===== src/rtl/ptmr_pkg.sv =====
package ptmr_pkg;
  localparam int DATA_W  = 32;
  localparam int PRESC_W = 8;

  typedef enum logic [1:0] {
    REG_LOAD  = 2'd0,
    REG_COUNT = 2'd1,
    REG_CTRL  = 2'd2,
    REG_STAT  = 2'd3
  } reg_sel_e;

  typedef struct packed {
    logic [PRESC_W-1:0] presc;
    logic               irq_en;
    logic               reload;
    logic               enable;
  } ctrl_t;

  localparam logic [DATA_W-1:0] CTRL_MASK = 32'h0000_FF07;

  function automatic logic [DATA_W-1:0] ctrl_to_word(ctrl_t c);
    return {16'h0, c.presc, 5'h0, c.irq_en, c.reload, c.enable};
  endfunction

  function automatic ctrl_t word_to_ctrl(logic [DATA_W-1:0] w);
    ctrl_t c;
    c.presc  = w[15:8];
    c.irq_en = w[2];
    c.reload = w[1];
    c.enable = w[0];
    return c;
  endfunction
endpackage


===== src/rtl/ptmr_prescale.sv =====
module ptmr_prescale #(
  parameter int PRESC_W = 8
) (
  input  logic               clk,
  input  logic               rst,
  input  logic               tick,
  input  logic               run,
  input  logic               restart,
  input  logic [PRESC_W-1:0] presc,
  output logic               step
);
  logic [PRESC_W-1:0] pcnt;
  logic               wrap;

  assign wrap = (pcnt == presc);
  assign step = run & tick & wrap;

  always_ff @(posedge clk) begin
    if (rst || restart || !run) pcnt <= '0;
    else if (tick)              pcnt <= wrap ? '0 : pcnt + 1'b1;
  end
endmodule


===== src/rtl/ptmr_core.sv =====
module ptmr_core
  import ptmr_pkg::*;
(
  input  logic              clk,
  input  logic              rst,
  input  logic              tick,
  input  logic              wr_en,
  input  reg_sel_e          wr_sel,
  input  logic [DATA_W-1:0] wr_data,
  output logic [DATA_W-1:0] load_q,
  output logic [DATA_W-1:0] count_q,
  output ctrl_t             ctrl_q,
  output logic              stat_q,
  output logic              irq
);
  logic              running, step, restart, presc0, expire, same_mode;
  ctrl_t             new_ctrl;
  logic [DATA_W-1:0] cnt_wr, cnt_en;

  assign restart = wr_en && (wr_sel != REG_STAT);
  assign presc0  = (ctrl_q.presc == '0);
  assign expire  = step && (count_q == '0);
  assign irq     = stat_q & ctrl_q.irq_en;

  ptmr_prescale #(.PRESC_W(PRESC_W)) u_div (
    .clk    (clk),
    .rst    (rst),
    .tick   (tick),
    .run    (running),
    .restart(restart),
    .presc  (ctrl_q.presc),
    .step   (step)
  );

  always_comb begin
    new_ctrl  = word_to_ctrl(wr_data);
    same_mode = (new_ctrl.enable == ctrl_q.enable) && (new_ctrl.reload == ctrl_q.reload);
    cnt_wr    = wr_data;
    if (ctrl_q.enable && ctrl_q.reload && presc0 && wr_data == '0) cnt_wr = load_q;
    cnt_en    = count_q;
    if (new_ctrl.reload && new_ctrl.presc == '0 && count_q == '0) cnt_en = load_q;
  end

  always_ff @(posedge clk) begin
    if (rst) begin
      load_q  <= '0;
      count_q <= '0;
      ctrl_q  <= '0;
      stat_q  <= 1'b0;
      running <= 1'b0;
    end else begin
      stat_q <= (stat_q & ~(wr_en && wr_sel == REG_STAT && wr_data[0])) | expire;
      if (step) begin
        if (count_q != '0) begin
          count_q <= count_q - 1'b1;
        end else if (ctrl_q.reload) begin
          count_q <= load_q;
          if (load_q == '0 && presc0) running <= 1'b0;
        end else begin
          running <= 1'b0;
        end
      end
      if (wr_en) begin
        unique case (wr_sel)
          REG_LOAD: begin
            load_q  <= wr_data;
            count_q <= wr_data;
            if (ctrl_q.enable) running <= !presc0 || (wr_data != '0);
          end
          REG_COUNT: begin
            count_q <= cnt_wr;
            if (ctrl_q.enable) running <= !presc0 || (cnt_wr != '0);
          end
          REG_CTRL: begin
            ctrl_q  <= new_ctrl;
            if (new_ctrl.enable) count_q <= cnt_en;
            running <= (same_mode && running) ||
                       (new_ctrl.enable && (new_ctrl.presc != '0 || cnt_en != '0));
          end
          REG_STAT: begin
          end
        endcase
      end
    end
  end
endmodule


===== src/rtl/private_timer_bank.sv =====
module private_timer_bank
  import ptmr_pkg::*;
#(
  parameter  int N_CORES = 2,
  parameter  int ADDR_W  = 5,
  localparam int SEL_W   = (N_CORES > 1) ? $clog2(N_CORES) : 1
) (
  input  logic               clk,
  input  logic               rst,
  input  logic               tick,
  input  logic [SEL_W-1:0]   cpu_sel,
  input  logic               req_valid,
  input  logic               req_write,
  input  logic [ADDR_W-1:0]  req_addr,
  input  logic [DATA_W-1:0]  req_wdata,
  output logic [DATA_W-1:0]  rsp_rdata,
  output logic [N_CORES-1:0] irq
);
  logic                           addr_ok, sel_ok;
  reg_sel_e                       reg_sel;
  logic [N_CORES-1:0][DATA_W-1:0] load_all, count_all;
  ctrl_t                          ctrl_all [N_CORES];
  logic [N_CORES-1:0]             stat_all;
  logic [DATA_W-1:0]              rd_word;

  assign addr_ok = (req_addr[1:0] == 2'b00) && (req_addr[ADDR_W-1:4] == '0);
  assign sel_ok  = ({1'b0, cpu_sel} < (SEL_W + 1)'(N_CORES));
  assign reg_sel = reg_sel_e'(req_addr[3:2]);

  for (genvar g = 0; g < N_CORES; g++) begin : g_core
    logic wr_g;
    assign wr_g = req_valid && req_write && addr_ok && sel_ok && (cpu_sel == SEL_W'(g));
    ptmr_core u_core (
      .clk    (clk),
      .rst    (rst),
      .tick   (tick),
      .wr_en  (wr_g),
      .wr_sel (reg_sel),
      .wr_data(req_wdata),
      .load_q (load_all[g]),
      .count_q(count_all[g]),
      .ctrl_q (ctrl_all[g]),
      .stat_q (stat_all[g]),
      .irq    (irq[g])
    );
  end

  always_comb begin
    rd_word = '0;
    if (addr_ok && sel_ok) begin
      for (int i = 0; i < N_CORES; i++) begin
        if (cpu_sel == SEL_W'(i)) begin
          unique case (reg_sel)
            REG_LOAD:  rd_word = load_all[i];
            REG_COUNT: rd_word = count_all[i];
            REG_CTRL:  rd_word = ctrl_to_word(ctrl_all[i]);
            REG_STAT:  rd_word = {{(DATA_W-1){1'b0}}, stat_all[i]};
          endcase
        end
      end
    end
  end

  always_ff @(posedge clk) begin
    if (rst)                          rsp_rdata <= '0;
    else if (req_valid && !req_write) rsp_rdata <= rd_word;
  end
endmodule


===== config.mk =====
export PLATFORM = sky130hd
export DESIGN_NAME = private_timer_bank
export DESIGN_NICKNAME = d
export VERILOG_FILES = /design/src/rtl/ptmr_pkg.sv /design/src/rtl/ptmr_prescale.sv /design/src/rtl/ptmr_core.sv /design/src/rtl/private_timer_bank.sv
export SDC_FILE = /design/constraint.sdc
export NUM_CORES = 1
export LEC_CHECK = 0
export BUFFER_PORTS_ARGS = -buffer_cell sky130_fd_sc_hd__buf_2
export CAP_MARGIN = 20
export CORE_AREA = 2 2 146 148
export DETAILED_ROUTE_END_ITERATION = 8
export DIE_AREA = 0 0 148 150
export GPL_ROUTABILITY_DRIVEN = 1
export PLACE_DENSITY = 0.86
export SLEW_MARGIN = 10
export SYNTH_ARGS = -nofsm -noshare
export SYNTH_HDL_FRONTEND = slang
export SYNTH_SLANG_ARGS = --single-unit
export TNS_END_PERCENT = 100

===== constraint.sdc =====
create_clock -name clk -period 2.9 [get_ports clk]
set_input_delay 0.58 -clock clk [delete_from_list [all_inputs] [get_ports clk]]
set_output_delay 0.58 -clock clk [all_outputs]
set_load 0.01 [all_outputs]

## Word-level counts from Yosys, hierarchy flattened

Index checks and enable logic that the tools add are counted.

- Add/subtract/negate cells: 4
- Equal/unequal tests: 10
- Mux-type cells: 38
- Bitwise operators: 14
- Reduce and logical (&&, ||, !) cells: 70

Operators with widths:

| kind | count |
|---|---|
| 32-bit two-way mux | 16 |
| 32-bit case mux with 4 select lines | 2 |
| 32-bit nonzero test | 7 |
| 32-bit case mux with 3 select lines | 2 |
| 32-bit logical NOT | 5 |
| 32-bit by 1-bit subtractor with 32-bit output, second input constant | 2 |
| 1-bit logical AND | 31 |
| 8-bit logical NOT | 3 |
| 8-bit by 1-bit adder with 8-bit output, second input constant | 2 |
| 8-bit equality test | 2 |
| 8-bit two-way mux | 2 |
| 1-bit two-way mux | 14 |
| 1-bit logical OR | 12 |
| 1-bit bitwise AND | 8 |
| 2-bit AND reduction | 4 |
| 8-bit nonzero test | 1 |
| 1-bit case mux with 3 select lines | 2 |
| 1-bit logical NOT | 5 |
| 1-bit equality test | 4 |
| 2-bit equality test, second input constant | 2 |
| 2-bit logical NOT | 2 |
| 1-bit NOT | 4 |
| 2-bit by 1-bit equality test with 1-bit output, second input constant | 1 |
| 2-bit inequality test, second input constant | 1 |
| 1-bit bitwise OR | 2 |

- Register bits: 202
- Input bits: 43
- Output and inout port bits: 34
- Logic and storage cells: 155

## Depth between registers and ports, before layout

Gate-level depths: netlist of the first run.

- Depth after elaboration: 10
- Mapped depth: 10

## By module

A second synthesis of the first run with hierarchy kept.

- Cell total of the unflattened synthesis: 1,618
- Area, all modules: 12,943.7 um^2

Modules (own cells, without submodules):

| module | times used | cells an instance | area each (um^2) | seq. area each (um^2) |
|---|---|---|---|---|
| ptmr_core | 2 | 660 | 4,903.5 | 1,541.5 |
| private_timer_bank | 1 | 198 | 2,223.4 | 640.6 |
| ptmr_prescale | 2 | 50 | 456.7 | 160.2 |

## Worst setup path after synthesis of the first run

OpenSTA, ideal clock, no wires.

- Path type: reg2reg
- Start: register g_core[1].u_core.count_q[22]
- End: register g_core[1].u_core.count_q[25]
- Setup time: 133 ps
- Arrival: 2,498 ps
- Slack: 269 ps
- Cell stages (with the launch flop): 11
- Path buffers: 4
- Period minus slack after synthesis: 2,631 ps
- Cell sequence: dfxtp_1 > clkbuf_1 > or4_4 > or3_4 > or4_4 > buf_6 > o21a_1 > buf_6 > buf_6 > a21oi_1 > o22ai_1

- Word-level cells in the longest chain between the ends: 6
- Elaborated cells on any way between the ends: 10

Ends and longest elaborated chain:

| item | line | source |
|---|---|---|
| start: declaration | ptmr_core.sv:11 | `output logic [DATA_W-1:0] count_q,` |
| start signal: assignment | ptmr_core.sv:55 | `count_q <= count_q - 1'b1;` |
| start signal: assignment | ptmr_core.sv:57 | `count_q <= load_q;` |
| start signal: assignment | ptmr_core.sv:67 | `count_q <= wr_data;` |
| 32-bit by 1-bit subtractor with 32-bit output (tied with other cells) | ptmr_core.sv:55 |  |
| 32-bit two-way mux / 1-bit logical AND (equally long branches) | ptmr_core.sv:54, ptmr_core.sv:41 |  |
| 32-bit two-way mux, on equally long branches | ptmr_core.sv:53, ptmr_core.sv:41 |  |
| 32-bit two-way mux | ptmr_core.sv:76 | `if (new_ctrl.enable) count_q <= cnt_en;` |
| 32-bit case mux with 3 select lines | ptmr_core.sv:64 | `unique case (wr_sel)` |
| 32-bit two-way mux (*) | ptmr_core.sv:63 | `if (wr_en) begin` |

Mark *: on every way between the ends. The rest lies on a longest branch, timed or not.
A chain may end at the register's enable or synchronous reset.

## Worst setup path in the final report of the first run

- Start: register g_core[1].u_core.count_q[25]
- End: register g_core[1].u_core.count_q[31]

Same word-level chain as after synthesis.

==> results.md, run 1 <==
* Status: completed
* Area after DPL at 0.0138 mm^2
* Worst Reg-to-Reg Cells at 7
* R2r setup slk at 200 ps
* Setup Slack @ Placement at 59.6 ps
* Maximum fanout along the worst path at 9
* Sequential-to-total area share from yosys stat at 31.9%
* Leading cell types by count after synthesis: dfxtp_1, nand2_1, a21oi_1, nor2_1, clkbuf_1
* Slew Viols, Final at 0
* Cts repair resizes at 0
* Register area at slightly above 0.004 mm^2
* Clk sinks at 202
* Post-DRT Antenna Nets at 0
* Req. time, crit path at 3300 ps
* Die Y at roughly 150 um
* Total GRT Usage at ~45%
* Fin Clk Skew at 25.1 ps
* Total wire length at roughly 51000 um
* Yosys reg bits at 202
* DRT iter0 DRCs at 2417
* Unrepaired setup endpoints after global routing: no
* Reg-to-reg critical path endpoint: g_core[1].u_core.count_q[31]
* Synthesized cell area at around 0.013 mm^2
* Final count of negative-setup-slack endpoints at 0
* Worst-case clock buffer depth at 3
* Area grow syn2layout at 15.0%
* CP Class: reg -> reg
* Hold_buf cts at 0
* Design area at about 0.015 mm^2
* Initial core utilization at 61.2%
* Syn Area/Cell at 7.79 um^2
* H-tree levels at 1
* Nets@finish at around 1.8k
* Synth warnings at 0
* Max-cap violation count at 0
* Routed length per instance at 25.7 um
* Clock Pin Slew Worst Setup and Hold Paths at 60 ps
* Global placer's final weighted congestion at 1.04
* Power per cell area at roughly 440 mW/mm^2
* Total CTS buffers at 23
* HPWL after DPL at 37100 um
* CTS Root Buffer Type: clkbuf_16
* Critical Path Start Type: flop
* Asr flop ratio synth at 0%
* Post-route DRC at 0
* Worst VDD drop at 370 uV
* Clk_lat worst skew at 540 ps
* Placed Instances at 1956
* Via count at 14.6k
* Vias/cell at 7.33
* Largest net degree at the start of global routing at 71
* Setup crit end kind: flop
* Die footprint at about 0.022 mm^2
* Setup TNS Final at 0 ps
* First-pass DRT Iterations at 6
* Port Buffers at 76
* Gr ovfl total at 0
* Initial antenna violation count at 1
* Leakage power at 5.23 nW
* Vias in the first global route at 13.1k
* PnR worst setup slack at about 200 ps
* Cells after Synth at 1625
* Chip Width at 148 um
* Synth top area cells: dfxtp_1, a21oi_1, nand2_1
* Most frequent cell after synthesis: dfxtp_1
* Final Hold Vio Count at 0
* CP arrival at just over 3000 ps
* Post-synth cell types at 76
* Core ar. at 0.0207 mm^2
* Yosys top cell by area: dfxtp_1
* Final Instance Count excl. Fillers at around 2k
* Slew HR at 39.7%
* Number of synthesized flops with an enable pin at 0
* Max Freq at 0.371 GHz
* Final min period at 2700 ps
* Fraction of layout instances using a drive strength above 1 at between 10% and 20%
* Net count after synthesis at 1674
* CTS tree: built
* Multi-input logic area at 0.00800 mm^2
* Final period util at between 90% and 100%
* Critical path startpoint: g_core[1].u_core.count_q[25]
* Setup crit end: g_core[1].u_core.count_q[31]
* Io pins at 77
* Synth Flop Type: dfxtp_1
* Worst-Margin Slew at 905 ps
* R2r startpoint: g_core[1].u_core.count_q[25]
* # rows at 53
* First-pass GRT wire length at 76800 um
* Top cell type's share of synthesized area at 31.9%
* Worst Hold Class: in -> reg
* # fillers at around 1.7k
* Post-CTS Setup Inserts at 0
==> per-stage QoR <==
step	power (W)	util, %	hold WS [ps]
after floorplan	0.00324	-	444
after global placement	0.00350	66.8	472
after detailed placement	0.00351	66.8	485
after CTS	0.00635	70.4	331
after global routing	0.00652	70.4	344
final	0.00640	70.4	331
==> registers in the layout, summed over array words and instances (netlist names) <==
signal / cells
rsp_rdata: 32
g_core.u_core.ctrl_q: 22
g_core.u_core.load_q: 64
g_core.u_core.count_q: 64
g_core.u_core.u_div.pcnt: 16
g_core.u_core.running: 2
g_core.u_core.stat_q: 2
==> worst max-delay path, stage by stage, from the launching register on <==
cell	delay, ps
dfxtp_1	320
or4_4	570
or3_4	430
or4_4	520
o21a_1	280
buf_4	210
a21oi_1	180
o41ai_2	80
==> how the worst min path moves through the flow <==
stage	cells past startpoint	start	slack [ps]	end
floorplan	2	g_core[1].u_core.ctrl_q[2]	440	g_core[1].u_core.ctrl_q[2]
global placement	2	g_core[0].u_core.ctrl_q[2]	470	g_core[0].u_core.ctrl_q[2]
detailed placement	2	g_core[1].u_core.ctrl_q[2]	490	g_core[1].u_core.ctrl_q[2]
CTS	3	req_wdata[3]	330	g_core[1].u_core.load_q[3]
global route	3	req_wdata[25]	340	g_core[1].u_core.load_q[25]
finish	3	req_wdata[23]	330	g_core[0].u_core.load_q[23]
==> metal layers <==
layer / vias up / GRT usage [%] / share of wire, % / wire length, um
met4: 0 / 21.0 / 5.6 / 2870
li1: 6307 / - / - / -
met5: - / 0 / 0 / 0
met3: 220 / 13.0 / 17 / 8480
met1: 6777 / 61.8 / 37 / 18900
met2: 1321 / 63.9 / 41 / 21100
==> cells in the final DEF, fill, tap and decap left out, types with 23 or more instances in the layout <==
master and n:
mux4_2 33, o21ai_0 75, a22oi_1 38, o22ai_1 37
clkbuf_16 23, nand3_1 39, a31oi_1 41, nor3_1 34
nand4_1 36, buf_4 118, mux2i_1 37, nor2_1 128
a21oi_1 190, nor4_1 44, nand2_1 201, buf_2 75
dfxtp_1 202
==> cells by family (layout without fill, tap and decap cells) <==
kind of cell             count (synthesis)  in the layout  share of synthesized area (%)
AND/OR/NAND/NOR                        598            598                           23.1
AO/OA/AOI/OAI                          552            552                           28.0
flip-flops                             202            202                           31.9
buffers and inverters                  163            258                           5.18
multiplexers                            71             71                           8.89
XOR/XNOR                                33             33                           2.28
adder cells (fa/ha/maj)                  6              6                          0.593
other                                    0              1                              0
==> layout make-up <==
class	instances	share of cell area, %
Antenna cell	1	0.0172
Clock inverter	12	0.876
Clock buffer	27	4.12
Multi-Input combinational cell	1260	55.0
Timing Repair Buffer	198	9.35
Inverter	21	0.541
Sequential cell	202	27.8
Tap cell	275	2.36
==> power by group <==
part,leakage (nW),switching [W],internal [W]
Sequential,1.63,0.0000117,0.00278
Combinational,3.26,0.000462,0.000234
Clock,0.347,0.00126,0.00166
Total,5.23,0.00173,0.00467
(Power assumes the default switching activity.)
==> inputs of run 2 (changes only) <==
--- a/config.mk
+++ b/config.mk
@@ -11,6 +11,7 @@
 export DETAILED_ROUTE_END_ITERATION = 8
 export DIE_AREA = 0 0 148 150
 export GPL_ROUTABILITY_DRIVEN = 1
+export GPL_TIMING_DRIVEN = 0
 export PLACE_DENSITY = 0.86
 export SLEW_MARGIN = 10
 export SYNTH_ARGS = -nofsm -noshare
==> results.md, run 2 (synthesized netlist as in run 1, its figures left out) <==
* Final core occ at 69.4% (was 70.4%)
* Worst Hold Class: in -> reg (unchanged)
* P_sw at 0.00178 W (was 0.00173 W)
* Commonest cells after routing, fill and taps aside: nand2_1, dfxtp_1, a21oi_1 (was dfxtp_1, nand2_1, a21oi_1)
* Setup Slack @ Placement at -861 ps (was 59.6 ps)
* Status: completed (unchanged)
* Initial antenna violation count at 0 (was 1)
* First-pass DRT Iterations at 9 (was 6)
* Leakage power at 4.99 nW (was 5.23 nW)
* Seq pwr share at 42.1% (was 43.6%)
* Final Hold Vio Count at 0 (unchanged)
* Final min period at 2870 ps (was 2700 ps)
* Area grow syn2layout at 13.5% (was 15.0%)
* Worst VDD drop at 723 uV (was 370 uV)
* Via count at 15.2k (was 14.6k)
* Maximum fanout along the worst path at 10 (was 9)
* Vias/cell at 7.52 (was 7.33)
* Total GRT Usage at 51.1% (was 44.6%)
* Worst path max stage delay at 400 ps (was 570 ps)
* Max Freq at 0.348 GHz (was 0.371 GHz)
* Core ar. at 0.0207 mm^2 (unchanged)
* R2r setup slk at 30 ps (was 200 ps)
* Total wire length at 58200 um (was 51400 um)
* Hold_buf cts at 0 (unchanged)
* DRT iter0 DRCs at 2832 (was 2417)
* CP arrival at 3260 ps (was 3100 ps)
* HPWL after DPL at 42600 um (was 37100 um)
* CTS tree: built (unchanged)
* Worst-Margin Slew at 1080 ps (was 905 ps)
* Io pins at 77 (unchanged)
* CP bufs+invs at 3 (was 1)
* Die Y at 150 um (unchanged)
* CP Cell Sequence: clkbuf_1, nor4_4, nand4_1, buf_4, nor4_4, nand3_2, clkbuf_2, o211ai_1, o22ai_1 (was or4_4, or3_4, or4_4, o21a_1, buf_4, a21oi_1, o41ai_2)
* Setup crit end kind: flop (unchanged)
* CP top delay family: simple AND/OR/NAND/NOR gates (unchanged)
* Slew HR at 27.3% (was 39.7%)
* Die footprint at 0.0222 mm^2 (unchanged)
* Largest net degree at the start of global routing at 14 (was 71)
* CP Class: reg -> reg (unchanged)
* Final period util at 99.1% (was 93.0%)
* Clk_lat worst skew at 520 ps (was 540 ps)
* Max-cap violation count at 0 (unchanged)
* Chip Width at 148 um (unchanged)
* Sw Share at 26.9% (was 27.0%)
* PnR worst setup slack at 26.8 ps (was 202 ps)
* Vias in the first global route at 13.8k (was 13.1k)
* Routed length per instance at 28.8 um (was 25.7 um)
* Initial core utilization at 61.2% (unchanged)
* Critical Path Start Type: flop (unchanged)
* Pint at 0.00486 W (was 0.00467 W)
* Most common cell on crit path: nor4_4 (was or4_4)
* Clk sinks at 202 (unchanged)
* Req. time, crit path at 3290 ps (was 3300 ps)
* Clock Pin Slew Worst Setup and Hold Paths at 60 ps (about the same)
* Fin Clk Skew at 13.2 ps (was 25.1 ps)
* Gr ovfl total at 0 (unchanged)
* Clk pwr share at 46.9% (was 45.5%)
* Final count of negative-setup-slack endpoints at 0 (unchanged)
* First-pass GRT wire length at 85500 um (was 76800 um)
* H-tree levels at 1 (unchanged)
* Worst-case clock buffer depth at 3 (unchanged)
* Fraction of layout instances using a drive strength above 1 at 13.6% (was 17.8%)
* Slew Viols, Final at 0 (unchanged)
* Top Registers: g_core.u_core.count_q x64, g_core.u_core.load_q x64, rsp_rdata x32 (unchanged)
* Post-DRT Antenna Nets at 0 (unchanged)
* Ant diodes at 0 (was 1)
* # rows at 53 (unchanged)
* Port Buffers at 71 (was 76)
* Post-route DRC at 0 (unchanged)
* Nets@finish at 1778 (was 1755)
* CTS Root Buffer Type: clkbuf_16 (unchanged)
* Global placer's final weighted congestion at 1.08 (was 1.04)
* Most common cell after layout, fill and taps aside: nand2_1 (was dfxtp_1)
* Total CTS buffers at 23 (unchanged)
* CP max stage cell: nor4_4 (was or4_4)
* Combinational power share at 11.0% (was 10.9%)
* Power per cell area at 462 mW/mm^2 (was 440 mW/mm^2)
run 2: repair_timing:
action / 4_1_cts / 5_1_grt
gates resized for setup: 25 / 29
gates cloned: 0 / 0
setup endpoints to repair: 67 / 92
pin swaps: 3 / 7
setup buffers: 6 / 5
run 2: power groups by stage:
stage          Combinational [W]  Sequential (W)  Clock (W)
2_1_floorplan           0.000392         0.00285          0
3_3_place_gp            0.000650         0.00285          0
3_5_place_dp            0.000650         0.00285          0
4_1_cts                 0.000671         0.00279    0.00307
5_1_grt                 0.000742         0.00279    0.00317
6_report                0.000729         0.00279    0.00312
run 2: path summary, 6_finish.rpt:
check | from | endpoint | depth (start not counted)
setup reg to reg | g_core[1].u_core.count_q[3] | g_core[1].u_core.count_q[23] | 9
setup / recovery | g_core[1].u_core.count_q[3] | g_core[1].u_core.count_q[23] | 9
hold reg to reg | g_core[1].u_core.stat_q | g_core[1].u_core.stat_q | 2
hold / removal | req_wdata[23] | g_core[0].u_core.load_q[23] | 3
run 2: final cells by class:
type                            instances  area, um^2
Buffer                                139         591
Clock buffer                           31         666
Clock inverter                          9         125
Fill cell                            1763        6320
Inverter                               21        78.8
Multi-Input combinational cell       1260        8080
Sequential cell                       202        4050
Tap cell                              275         344
Timing Repair Buffer                   82         438
run 2: per-layer routing:
layer  up-vias  global-route usage, %  share of wire [%]
li1       6375                      -                  -
met1      6880                   66.7                 34
met2      1518                   73.8                 40
met3       413                   15.2                 17
met4         0                   32.6                8.6
met5         -                      0                  0
run 2: through the flow:
stage,total power [W],TNS (ps),hold WS (ps),instances,area [um^2]
2_1_floorplan,0.00324,0,444,1625,12700
3_3_place_gp,0.00350,-51690,477,1971,13400
3_5_place_dp,0.00350,-58000,489,1971,13400
4_1_cts,0.00654,0,347,2015,14300
5_1_grt,0.00671,-11.2,363,2019,14400
6_report,0.00664,0,342,2019,14400
run 2: worst min-delay path, stage by stage:
cell	delay [ps]
buf_2	130
nand2_1	60
a21oi_1	50
